**config.mk**
```make
export PLATFORM = sky130hd
export DESIGN_NAME = load_use_classifier
export DESIGN_NICKNAME = d
export VERILOG_FILES = /design/src/rtl/luc_pkg.sv /design/src/rtl/luc_opclass_decode.sv /design/src/rtl/luc_dep_match.sv /design/src/rtl/luc_out_stage.sv /design/src/rtl/load_use_classifier.sv
export SDC_FILE = /design/constraint.sdc
export NUM_CORES = 1
export LEC_CHECK = 0
export ABC_CLOCK_PERIOD_IN_PS = 7800
export BUFFER_PORTS_ARGS = -buffer_cell sky130_fd_sc_hd__buf_2
export CORE_MARGIN = 2
export CORE_UTILIZATION = 40
export CTS_BUF_LIST = sky130_fd_sc_hd__clkbuf_8
export CTS_CLUSTER_DIAMETER = 40
export DETAILED_ROUTE_END_ITERATION = 8
export GPL_TIMING_DRIVEN = 0
export PLACE_DENSITY = 0.65
export SLEW_MARGIN = 10
export SYNTH_ARGS = -nofsm -noshare
export SYNTH_HDL_FRONTEND = slang
export SYNTH_SLANG_ARGS = --single-unit
export TNS_END_PERCENT = 10
```
**constraint.sdc**
```tcl
create_clock -name clk -period 7.8 [get_ports clk]
set_clock_uncertainty 0.2 [all_clocks]
set_input_delay 0.39 -clock clk [delete_from_list [all_inputs] [get_ports clk]]
set_output_delay 0.39 -clock clk [all_outputs]
set_load 0.05 [all_outputs]
```
**src/rtl/luc_pkg.sv**
```systemverilog
package luc_pkg;
    localparam int WORD_W = 32;
    localparam int IDX_W  = 5;
    localparam int OP_W   = 6;
    localparam int FN_W   = 6;
    localparam int OP_LSB = WORD_W - OP_W;
    localparam int RS_LSB = OP_LSB - IDX_W;
    localparam int RT_LSB = RS_LSB - IDX_W;
    localparam int RD_LSB = RT_LSB - IDX_W;
    localparam logic [IDX_W-1:0] LINK_IDX = '1;

    typedef enum logic [1:0] {
        USE_NONE  = 2'd0,
        USE_BOTH  = 2'd1,
        USE_READ  = 2'd2,
        USE_WRITE = 2'd3
    } use_e;

    typedef enum logic [1:0] {
        ACT_COMMIT  = 2'd0,
        ACT_DISCARD = 2'd1,
        ACT_DEFER   = 2'd2
    } act_e;

    typedef enum logic [1:0] {
        FLD_RS,
        FLD_RT,
        FLD_RD,
        FLD_LINK
    } fld_e;

    typedef struct packed {
        logic [OP_W-1:0]  op;
        logic [IDX_W-1:0] rs;
        logic [IDX_W-1:0] rt;
        logic [IDX_W-1:0] rd;
        logic [FN_W-1:0]  fn;
    } fields_t;

    typedef struct packed {
        logic src0_en;
        fld_e src0_fld;
        logic src1_en;
        fld_e src1_fld;
        logic dst_en;
        fld_e dst_fld;
        logic dst_wins;
    } role_t;

    localparam int NSRC = 2;

    function automatic fields_t split_word(input logic [WORD_W-1:0] w);
        fields_t f;
        f.op = w[OP_LSB +: OP_W];
        f.rs = w[RS_LSB +: IDX_W];
        f.rt = w[RT_LSB +: IDX_W];
        f.rd = w[RD_LSB +: IDX_W];
        f.fn = w[FN_W-1:0];
        return f;
    endfunction

    function automatic logic [IDX_W-1:0] field_index(input fields_t f, input fld_e s);
        case (s)
            FLD_RS:  return f.rs;
            FLD_RT:  return f.rt;
            FLD_RD:  return f.rd;
            default: return LINK_IDX;
        endcase
    endfunction

    function automatic act_e action_of(input use_e c);
        case (c)
            USE_BOTH: return ACT_DISCARD;
            USE_READ: return ACT_DEFER;
            default:  return ACT_COMMIT;
        endcase
    endfunction
endpackage

```
**src/rtl/luc_opclass_decode.sv**
```systemverilog
module luc_opclass_decode
    import luc_pkg::*;
(
    input  fields_t f,
    input  logic    word_zero,
    output role_t   role
);
    function automatic role_t mk(input logic s0, input fld_e f0, input logic s1, input fld_e f1,
                                 input logic d, input fld_e fd, input logic w);
        role_t r;
        r.src0_en = s0; r.src0_fld = f0;
        r.src1_en = s1; r.src1_fld = f1;
        r.dst_en  = d;  r.dst_fld  = fd;
        r.dst_wins = w;
        return r;
    endfunction

    role_t special_role, regimm_role, main_role, cop_role;

    always_comb begin
        special_role = mk(1'b0, FLD_RS, 1'b0, FLD_RS, 1'b0, FLD_RS, 1'b0);
        case (f.fn)
            6'h00, 6'h02, 6'h03:
                special_role = mk(1'b1, FLD_RT, 1'b0, FLD_RS, 1'b1, FLD_RD, 1'b0);
            6'h04, 6'h06, 6'h07,
            6'h20, 6'h21, 6'h22, 6'h23, 6'h24, 6'h25, 6'h26, 6'h27,
            6'h2A, 6'h2B:
                special_role = mk(1'b1, FLD_RS, 1'b1, FLD_RT, 1'b1, FLD_RD, 1'b0);
            6'h08, 6'h11, 6'h13:
                special_role = mk(1'b1, FLD_RS, 1'b0, FLD_RS, 1'b0, FLD_RS, 1'b0);
            6'h09:
                special_role = mk(1'b1, FLD_RS, 1'b0, FLD_RS, 1'b1, FLD_RD, 1'b0);
            6'h10, 6'h12:
                special_role = mk(1'b0, FLD_RS, 1'b0, FLD_RS, 1'b1, FLD_RD, 1'b0);
            6'h18, 6'h19, 6'h1A, 6'h1B:
                special_role = mk(1'b1, FLD_RS, 1'b1, FLD_RT, 1'b0, FLD_RS, 1'b0);
            default: ;
        endcase
    end

    always_comb begin
        regimm_role = mk(1'b0, FLD_RS, 1'b0, FLD_RS, 1'b0, FLD_RS, 1'b0);
        case (f.rt)
            5'h00, 5'h01, 5'h10, 5'h11:
                regimm_role = mk(1'b1, FLD_RS, 1'b0, FLD_RS, 1'b0, FLD_RS, 1'b0);
            default: ;
        endcase
    end

    // Coprocessor move direction comes from rs; the second coprocessor
    // additionally needs a zero function field.
    logic cop_enable;
    always_comb begin
        cop_enable = (f.op == 6'h10) || (f.fn == '0);
        cop_role   = mk(1'b0, FLD_RS, 1'b0, FLD_RS, 1'b0, FLD_RS, 1'b0);
        if (cop_enable) begin
            case (f.rs)
                5'h00, 5'h02: cop_role = mk(1'b0, FLD_RS, 1'b0, FLD_RS, 1'b1, FLD_RT, 1'b0);
                5'h04, 5'h06: cop_role = mk(1'b1, FLD_RT, 1'b0, FLD_RS, 1'b0, FLD_RS, 1'b0);
                default: ;
            endcase
        end
    end

    always_comb begin
        main_role = mk(1'b0, FLD_RS, 1'b0, FLD_RS, 1'b0, FLD_RS, 1'b0);
        case (f.op)
            6'h00: main_role = special_role;
            6'h01: main_role = regimm_role;
            6'h03: main_role = mk(1'b0, FLD_RS, 1'b0, FLD_RS, 1'b1, FLD_LINK, 1'b0);
            6'h04, 6'h05:
                main_role = mk(1'b1, FLD_RS, 1'b1, FLD_RT, 1'b0, FLD_RS, 1'b0);
            6'h06, 6'h07, 6'h32, 6'h3A:
                main_role = mk(1'b1, FLD_RS, 1'b0, FLD_RS, 1'b0, FLD_RS, 1'b0);
            6'h08, 6'h09, 6'h0A, 6'h0B, 6'h0C, 6'h0D, 6'h0E,
            6'h20, 6'h21, 6'h23, 6'h24, 6'h25:
                main_role = mk(1'b1, FLD_RS, 1'b0, FLD_RS, 1'b1, FLD_RT, 1'b0);
            6'h0F:
                main_role = mk(1'b0, FLD_RS, 1'b0, FLD_RS, 1'b1, FLD_RT, 1'b0);
            6'h10, 6'h12:
                main_role = cop_role;
            6'h22, 6'h26:
                main_role = mk(1'b1, FLD_RS, 1'b0, FLD_RS, 1'b1, FLD_RT, 1'b1);
            6'h28, 6'h29, 6'h2A, 6'h2B, 6'h2E:
                main_role = mk(1'b1, FLD_RS, 1'b1, FLD_RT, 1'b0, FLD_RS, 1'b0);
            default: ;
        endcase
        role = word_zero ? mk(1'b0, FLD_RS, 1'b0, FLD_RS, 1'b0, FLD_RS, 1'b0) : main_role;
    end
endmodule

```
**src/rtl/luc_dep_match.sv**
```systemverilog
module luc_dep_match
    import luc_pkg::*;
(
    input  fields_t          f,
    input  role_t            role,
    input  logic [IDX_W-1:0] load_idx,
    output use_e             code
);
    logic [NSRC-1:0] src_en;
    fld_e            src_fld [NSRC];
    logic [NSRC-1:0] src_hit;

    always_comb begin
        src_en[0]  = role.src0_en;
        src_en[1]  = role.src1_en;
        src_fld[0] = role.src0_fld;
        src_fld[1] = role.src1_fld;
    end

    for (genvar k = 0; k < NSRC; k++) begin : g_src
        assign src_hit[k] = src_en[k] && (field_index(f, src_fld[k]) == load_idx);
    end

    logic any_read, dst_hit;
    assign any_read = |src_hit;
    assign dst_hit  = role.dst_en && (field_index(f, role.dst_fld) == load_idx);

    always_comb begin
        if (dst_hit && (role.dst_wins || !any_read)) code = USE_WRITE;
        else if (dst_hit)                           code = USE_BOTH;
        else if (any_read)                          code = USE_READ;
        else                                        code = USE_NONE;
    end
endmodule

```
**src/rtl/luc_out_stage.sv**
```systemverilog
module luc_out_stage
    import luc_pkg::*;
(
    input  logic clk,
    input  logic rst,
    input  logic in_valid,
    input  use_e code_in,
    output logic out_valid,
    output use_e code_q,
    output act_e act_q
);
    always_ff @(posedge clk) begin
        if (rst) begin
            out_valid <= 1'b0;
            code_q    <= USE_NONE;
            act_q     <= ACT_COMMIT;
        end else begin
            out_valid <= in_valid;
            code_q    <= in_valid ? code_in : USE_NONE;
            act_q     <= in_valid ? action_of(code_in) : ACT_COMMIT;
        end
    end

    // the action travels with its code
    a_r2_discard_pairs: assert property (@(posedge clk) disable iff (rst)
        (code_q == USE_BOTH) |-> (act_q == ACT_DISCARD));
    a_r2_defer_pairs: assert property (@(posedge clk) disable iff (rst)
        (code_q == USE_READ) |-> (act_q == ACT_DEFER));
    a_r2_commit_pairs: assert property (@(posedge clk) disable iff (rst)
        (code_q == USE_NONE || code_q == USE_WRITE) |-> (act_q == ACT_COMMIT));
endmodule

```
**src/rtl/load_use_classifier.sv**
```systemverilog
module load_use_classifier
    import luc_pkg::*;
(
    input  logic              clk,
    input  logic              rst,
    input  logic              in_valid,
    input  logic [IDX_W-1:0]  load_idx,
    input  logic [WORD_W-1:0] next_word,
    output logic              out_valid,
    output logic [1:0]        use_code,
    output logic [1:0]        action
);
    fields_t fields;
    role_t   role;
    use_e    code_c, code_q;
    act_e    act_q;
    logic    word_zero;

    assign fields    = split_word(next_word);
    assign word_zero = (next_word == '0);

    luc_opclass_decode u_decode (
        .f         (fields),
        .word_zero (word_zero),
        .role      (role)
    );

    luc_dep_match u_match (
        .f        (fields),
        .role     (role),
        .load_idx (load_idx),
        .code     (code_c)
    );

    luc_out_stage u_out (
        .clk       (clk),
        .rst       (rst),
        .in_valid  (in_valid),
        .code_in   (code_c),
        .out_valid (out_valid),
        .code_q    (code_q),
        .act_q     (act_q)
    );

    assign use_code = code_q;
    assign action   = act_q;

    a_r1_zero_word: assert property (@(posedge clk) disable iff (rst)
        (in_valid && next_word == '0) |=> (use_code == 2'd0));
    a_r12_valid_follows: assert property (@(posedge clk) disable iff (rst)
        in_valid |=> out_valid);
    a_r12_idle_quiet: assert property (@(posedge clk) disable iff (rst)
        !in_valid |=> (!out_valid && use_code == 2'd0 && action == 2'd0));
    a_r6_upper_imm_no_read: assert property (@(posedge clk) disable iff (rst)
        (in_valid && next_word[31:26] == 6'h0F) |=> (use_code == 2'd0 || use_code == 2'd3));
    a_r9_store_no_write: assert property (@(posedge clk) disable iff (rst)
        (in_valid && (next_word[31:26] == 6'h28 || next_word[31:26] == 6'h29 ||
                      next_word[31:26] == 6'h2A || next_word[31:26] == 6'h2B ||
                      next_word[31:26] == 6'h2E))
        |=> (use_code == 2'd0 || use_code == 2'd2));
    a_r4_link_other_reg: assert property (@(posedge clk) disable iff (rst)
        (in_valid && next_word[31:26] == 6'h03 && load_idx != 5'd31) |=> (use_code == 2'd0));
endmodule

```
Word-level counts from Yosys, hierarchy flattened. Cells that the tools add are included.

Bits in registers: 5. Bits of input ports: 40. Output and inout port bits: 5. Logic and storage cells: 119.

Equality and inequality tests: 72. Mux-type cells: 13. Bitwise operators: 1. Reduce and logical (&&, ||, !) cells: 30.

Operators with widths (count): 6-bit equality test, second input constant (24); 10-bit case mux with 9 select lines (1); 6-bit by 4-bit equality test with 1-bit output, second input constant (10); 6-bit by 5-bit equality test with 1-bit output, second input constant (10); 10-bit case mux with 6 select lines (1); 5-bit case mux with 3 select lines (3); 6-bit by 3-bit equality test with 1-bit output, second input constant (7); 32-bit zero test (1); 10-bit two-way mux (3); 10-bit case mux with 2 select lines (1); 6-bit by 2-bit equality test with 1-bit output, second input constant (3); 5-bit equality test (3); 2-bit OR reduction (7); 13-bit OR reduction (1); 6-bit zero test (2); 12-bit OR reduction (1); 4-bit OR reduction (3); 5-bit by 3-bit equality test with 1-bit output, second input constant (2); 5-bit equality test, second input constant (2); 5-bit zero test (2); 2-bit by 1-bit equality test with 1-bit output, second input constant (4); 2-bit equality test, second input constant (4); 7-bit OR reduction (1); 6-bit by 1-bit equality test with 1-bit output, second input constant (1); 10 further kinds (19).

Logic depth before layout (Yosys ltp).
Depth in word-level cells: 17. Gate-level depth with buffers: 10. Mapped depth without buffers: 8.

Hierarchy. A second synthesis with hierarchy kept.

Cells, all modules: 193. Area, all modules: 1415.1 µm².

By module, submodules not included: luc_dep_match (times used 1, cells an instance 81, area each 604.3 µm², sequential area each 0.0 µm²); luc_opclass_decode (times used 1, cells an instance 91, area each 584.3 µm², sequential area each 0.0 µm²); luc_out_stage (times used 1, cells an instance 10, area each 153.9 µm², sequential area each 100.1 µm²); load_use_classifier (times used 1, cells an instance 11, area each 72.6 µm², sequential area each 0.0 µm²).

Least setup slack after synthesis. No wires, ideal clock.

Path kind: in2reg. Start: input next_word[3]. End: register u_out.act_q[0]. Library setup time: 0.059 ns. Data arrival time: 2.734 ns. Required time: 7.541 ns. Setup slack: 4.806 ns. Stages on the path: 9. Path buffers: 1. Path through: buf_2 nor4_4 a21boi_1 o31ai_1 mux2i_1 o311ai_0 o41ai_1 o41a_1 and3_1.

Word-level cells in the longest chain between the ends: 16.

Ends and longest elaborated chain: start, declared (RTL line load_use_classifier.sv:8) `input logic [WORD_W-1:0] next_word,`; 6-bit by 3-bit equality test with 1-bit output (tied with other cells) (RTL line luc_opclass_decode.sv:22) `case (f.fn)`; 13-bit OR reduction (tied with other cells) (RTL line luc_opclass_decode.sv:22); 10-bit case mux with 6 select lines or 10-bit two-way mux (tied branches) (RTL line luc_opclass_decode.sv:22, luc_opclass_decode.sv:56); 10-bit case mux with 9 select lines (RTL line luc_opclass_decode.sv:67) `case (f.op)`; 10-bit two-way mux (*) (RTL line luc_opclass_decode.sv:88) `role = word_zero ? mk(1'b0, FLD_RS, 1'b0, FLD_RS, 1'b0, FLD_RS, 1'b0) : main_role;`; 2-bit equality test (tied with other cells) (RTL line luc_pkg.sv:63) `case (s)`; 5-bit case mux with 3 select lines (RTL line luc_pkg.sv:63); 5-bit equality test (RTL line luc_dep_match.sv:21) `assign src_hit[k] = src_en[k] && (field_index(f, src_fld[k]) == load_idx);`; 1-bit logical AND (RTL line luc_dep_match.sv:21); 2-bit OR reduction (RTL line luc_dep_match.sv:25) `assign any_read = |src_hit;`; 1-bit zero test (RTL line luc_dep_match.sv:29) `if (dst_hit && (role.dst_wins || !any_read)) code = USE_WRITE;`; 1-bit logical OR (RTL line luc_dep_match.sv:29); 1-bit logical AND (RTL line luc_dep_match.sv:29); 2-bit two-way mux (*) (RTL line luc_dep_match.sv:29); 2-bit equality test or 2-bit by 1-bit equality test with 1-bit output (tied branches) (RTL line luc_pkg.sv:72) `case (c)`; 2-bit case mux with 2 select lines (*) (RTL line luc_pkg.sv:72); end signal, assigned (RTL line luc_out_stage.sv:20) `act_q <= in_valid ? action_of(code_in) : ACT_COMMIT;`; end, declared (RTL line luc_out_stage.sv:10) `output act_e act_q`.

Every way passes the cells marked *; elsewhere a longest branch is shown, timed or not. A chain may end at the register's enable or synchronous reset.

Final worst setup path. Same ends and word-level chain as after synthesis.

==> summary.md <==
| Metric | Value |
|---|---|
| Seq/Total Area, Yosys | `7.805%` |
| CTS H-tree depth | `1` |
| Main combinational cell family by area after synthesis | `simple AND/OR/NAND/NOR gates` |
| Critical path arrival | `roughly 3.5 ns` |
| Commonest cells after routing, fill and taps aside | `buf_2, inv_1, nand2_1` |
| FFs w/ async S/R, synth | `0%` |
| Tcrit/Tclk final | `~45%` |
| Chip width | `between 60 and 70 um` |
| Via count | `around 1500` |
| Setup bufs post-CTS | `0` |
| Initial DRC Count | `81` |
| Type of origin of the critical path | `input port` |
| Final GP Congestion | `0.8623` |
| Layout Area Growth over Synthesis | `24.20%` |
| Most common cell after layout, fill and taps aside | `buf_2` |
| Gr ovfl total | `0` |
| Final Power | `~140 uW` |
| Drt drc | `0` |
| Hold path depth | `3` |
| Router iterations before antenna repair | `4` |
| Hold Buf Count CTS | `0` |
| Area share of the largest cell type after synthesis | `7.805%` |
| ANT nets after route | `0` |
| Largest net degree at the start of global routing | `11` |
| Peak supply drop | `roughly 0.072 mV` |
| CTS clk-pin slew, worst paths | `approximately 0.04 ns` |
| Port Buffers | `between 40 and 50` |
| Unique masters post-synth | `63` |
| Status | `completed` |
| Setup TNS | `0 ns` |
| Syn avg cell area | `7.287 um2` |
| Die area | `around 3700 um2` |
| Ant diodes | `0` |
| Num rows | `20` |
| Leak Pwr | `roughly 0.00062 uW` |
| Slew HR | `32.16%` |
| Ranking of synthesized cells by area | `dfxtp_1, xnor2_1, o21ai_0, nand2_1, nand4_1` |
| Initial antenna violation count | `0` |
| Synth Area in Compound Gates | `between 30% and 40%` |
| Worst Path Max Fanout | `10` |
| Post-Syn Area | `1282 um2` |
| Final HPWL from detailed placement | `3.074 mm` |
| Crit end category | `flop` |
| Mux cell area share after synthesis | `less than 1%` |
| GRT Total Usage | `between 20% and 30%` |
| Area share of and/or/nand/nor cells after synthesis | `approximately two fifths` |
| CTS max path bufs | `2` |
| TritonCTS buffer count | `3` |
| Starting Density | `42.01%` |
| Endpoint, Worst Hold | `u_out.out_valid` |
| Vias in the first global route | `1250` |
| Top_reg_cell synth | `dfxtp_1` |
| Core area | `approximately 3100 um2` |
| Synth Area in XOR/XNOR | `6.146%` |
| Syn nets | `about 220` |
| Cells after Synth | `176` |
| # clock sinks | `5` |
| Peak Freq | `about 290 MHz` |
| CTS tree | `done` |
| Final Net Count | `263` |
| Worst Tran Pin Value | `roughly 1.0 ns` |
| Post-Synth Adder-Cell Area | `0%` |
| Power density over the cells | `~90 nW/um2` |
| Total Wirelength | `approximately 3.7 mm` |
| First-pass GRT wire length | `roughly 5.7 mm` |
| WS Path Type | `input port to flop` |
| RSZ-0062 raised after global routing | `no` |
| Root Driver | `clkbuf_8` |
| Post-CTS Resized | `0` |
| # Max-Cap Violations | `0` |
| I/O pins | `45` |
| Filler Cell Count | `~310` |
| Yosys reg bits | `5` |
| DR vias/cell | `~5.7` |
| Count of final setup violators | `0` |
| Number of flops mapped to enable cells by yosys | `0` |
| Min-delay src | `in_valid` |
| Fin crit period | `~3.5 ns` |
| Avg WL per Cell | `13.86 um` |
| Share of post-route cells with drive strength above 1 | `32.43%` |
| Syn. warnings | `0` |
| Post-synth top area cell | `dfxtp_1` |
| Final hold vios | `0` |
| CP required | `about 7.8 ns` |
| Die H | `60.63 um` |
| Slew Limit Fails | `0` |
| Worst hold-check path type | `input port to flop` |
## state kept, by name, summed over array words and instances (netlist names)
register / count
u_out.act_q: 2
u_out.code_q: 2
u_out.out_valid: 1
## metal layers
layer,global-route usage [%],up-vias,wire (um)
met5,0,-,0
met4,4.969,0,63
met3,2.772,4,218
met2,32.57,57,1599
met1,28.64,673,1805
li1,-,793,-
## stage by stage
stage,hold slack (ns),util (%),std cells,setup slack (ns),instance area (um2)
2_1_floorplan,0.3670,-,176,4.806,1282
5_1_grt,0.2895,52.17,266,4.054,1593
3_3_place_gp,0.4888,50.70,262,4.113,1548
3_5_place_dp,0.4933,50.70,262,4.139,1548
6_report,0.2674,52.17,266,4.307,1593
4_1_cts,0.2674,52.17,266,4.343,1593
## power by group
part	internal (uW)	switching (uW)	leakage, uW	total (uW)
clock network	33.7	12.6	0.0000269	46.3
logic	30.3	39.7	0.000558	70.1
registers	26.1	0.0650	0.0000406	26.2
total	90.2	52.4	0.000625	143
## layout make-up
type | count | area, um2 | area share (%)
Clock buffer | 3 | 41.29 | 2.592
Clock inverter | 1 | 3.754 | 0.2357
Tap cell | 44 | 55.05 | 3.456
Inverter | 11 | 41.29 | 2.592
Sequential cell | 5 | 100.1 | 6.284
Timing Repair Buffer | 42 | 210.2 | 13.20
Multi-Input combinational cell | 149 | 1049 | 65.83
Buffer | 11 | 92.59 | 5.813
## worst max-delay path: stages
cell	delay, ns
buf_2	0.10
buf_2	0.17
nor4_4	0.33
a21boi_1	0.19
o31ai_1	0.73
mux2i_1	0.30
o311ai_0	0.15
o41ai_1	0.61
o41a_1	0.31
and3_1	0.16
## logic make-up after synthesis
kind of cell	after synthesis
multiplexers	1
XOR/XNOR	9
flip-flops	5
AND/OR/NAND/NOR	78
buffers and inverters	22
AO/OA/AOI/OAI	61
## Yosys cell counts (all sizes together) (3+ instances only)
master / number
xnor2: 7
and3: 4
a21oi: 4
nand4: 7
o31ai: 4
inv: 11
nor3: 8
nor2b: 6
nand3: 7
nor2: 8
nor4: 10
a31oi: 6
a211oi: 4
clkbuf: 4
o311ai: 4
dfxtp: 5
o21ai: 11
nand2: 12
buf: 7
o21a: 3
## worst max-delay path by stage
stage	startpoint	endpoint	slack, ns	cells after the start
floorplan	next_word[3]	u_out.act_q[0]	4.81	9
global placement	next_word[29]	u_out.act_q[0]	4.11	10
detailed placement	next_word[29]	u_out.act_q[0]	4.14	10
CTS	next_word[29]	u_out.act_q[0]	4.34	10
global route	next_word[29]	u_out.act_q[0]	4.05	10
finish	next_word[3]	u_out.act_q[0]	4.31	10
Note: power is estimated with default switching activity, not from simulation.
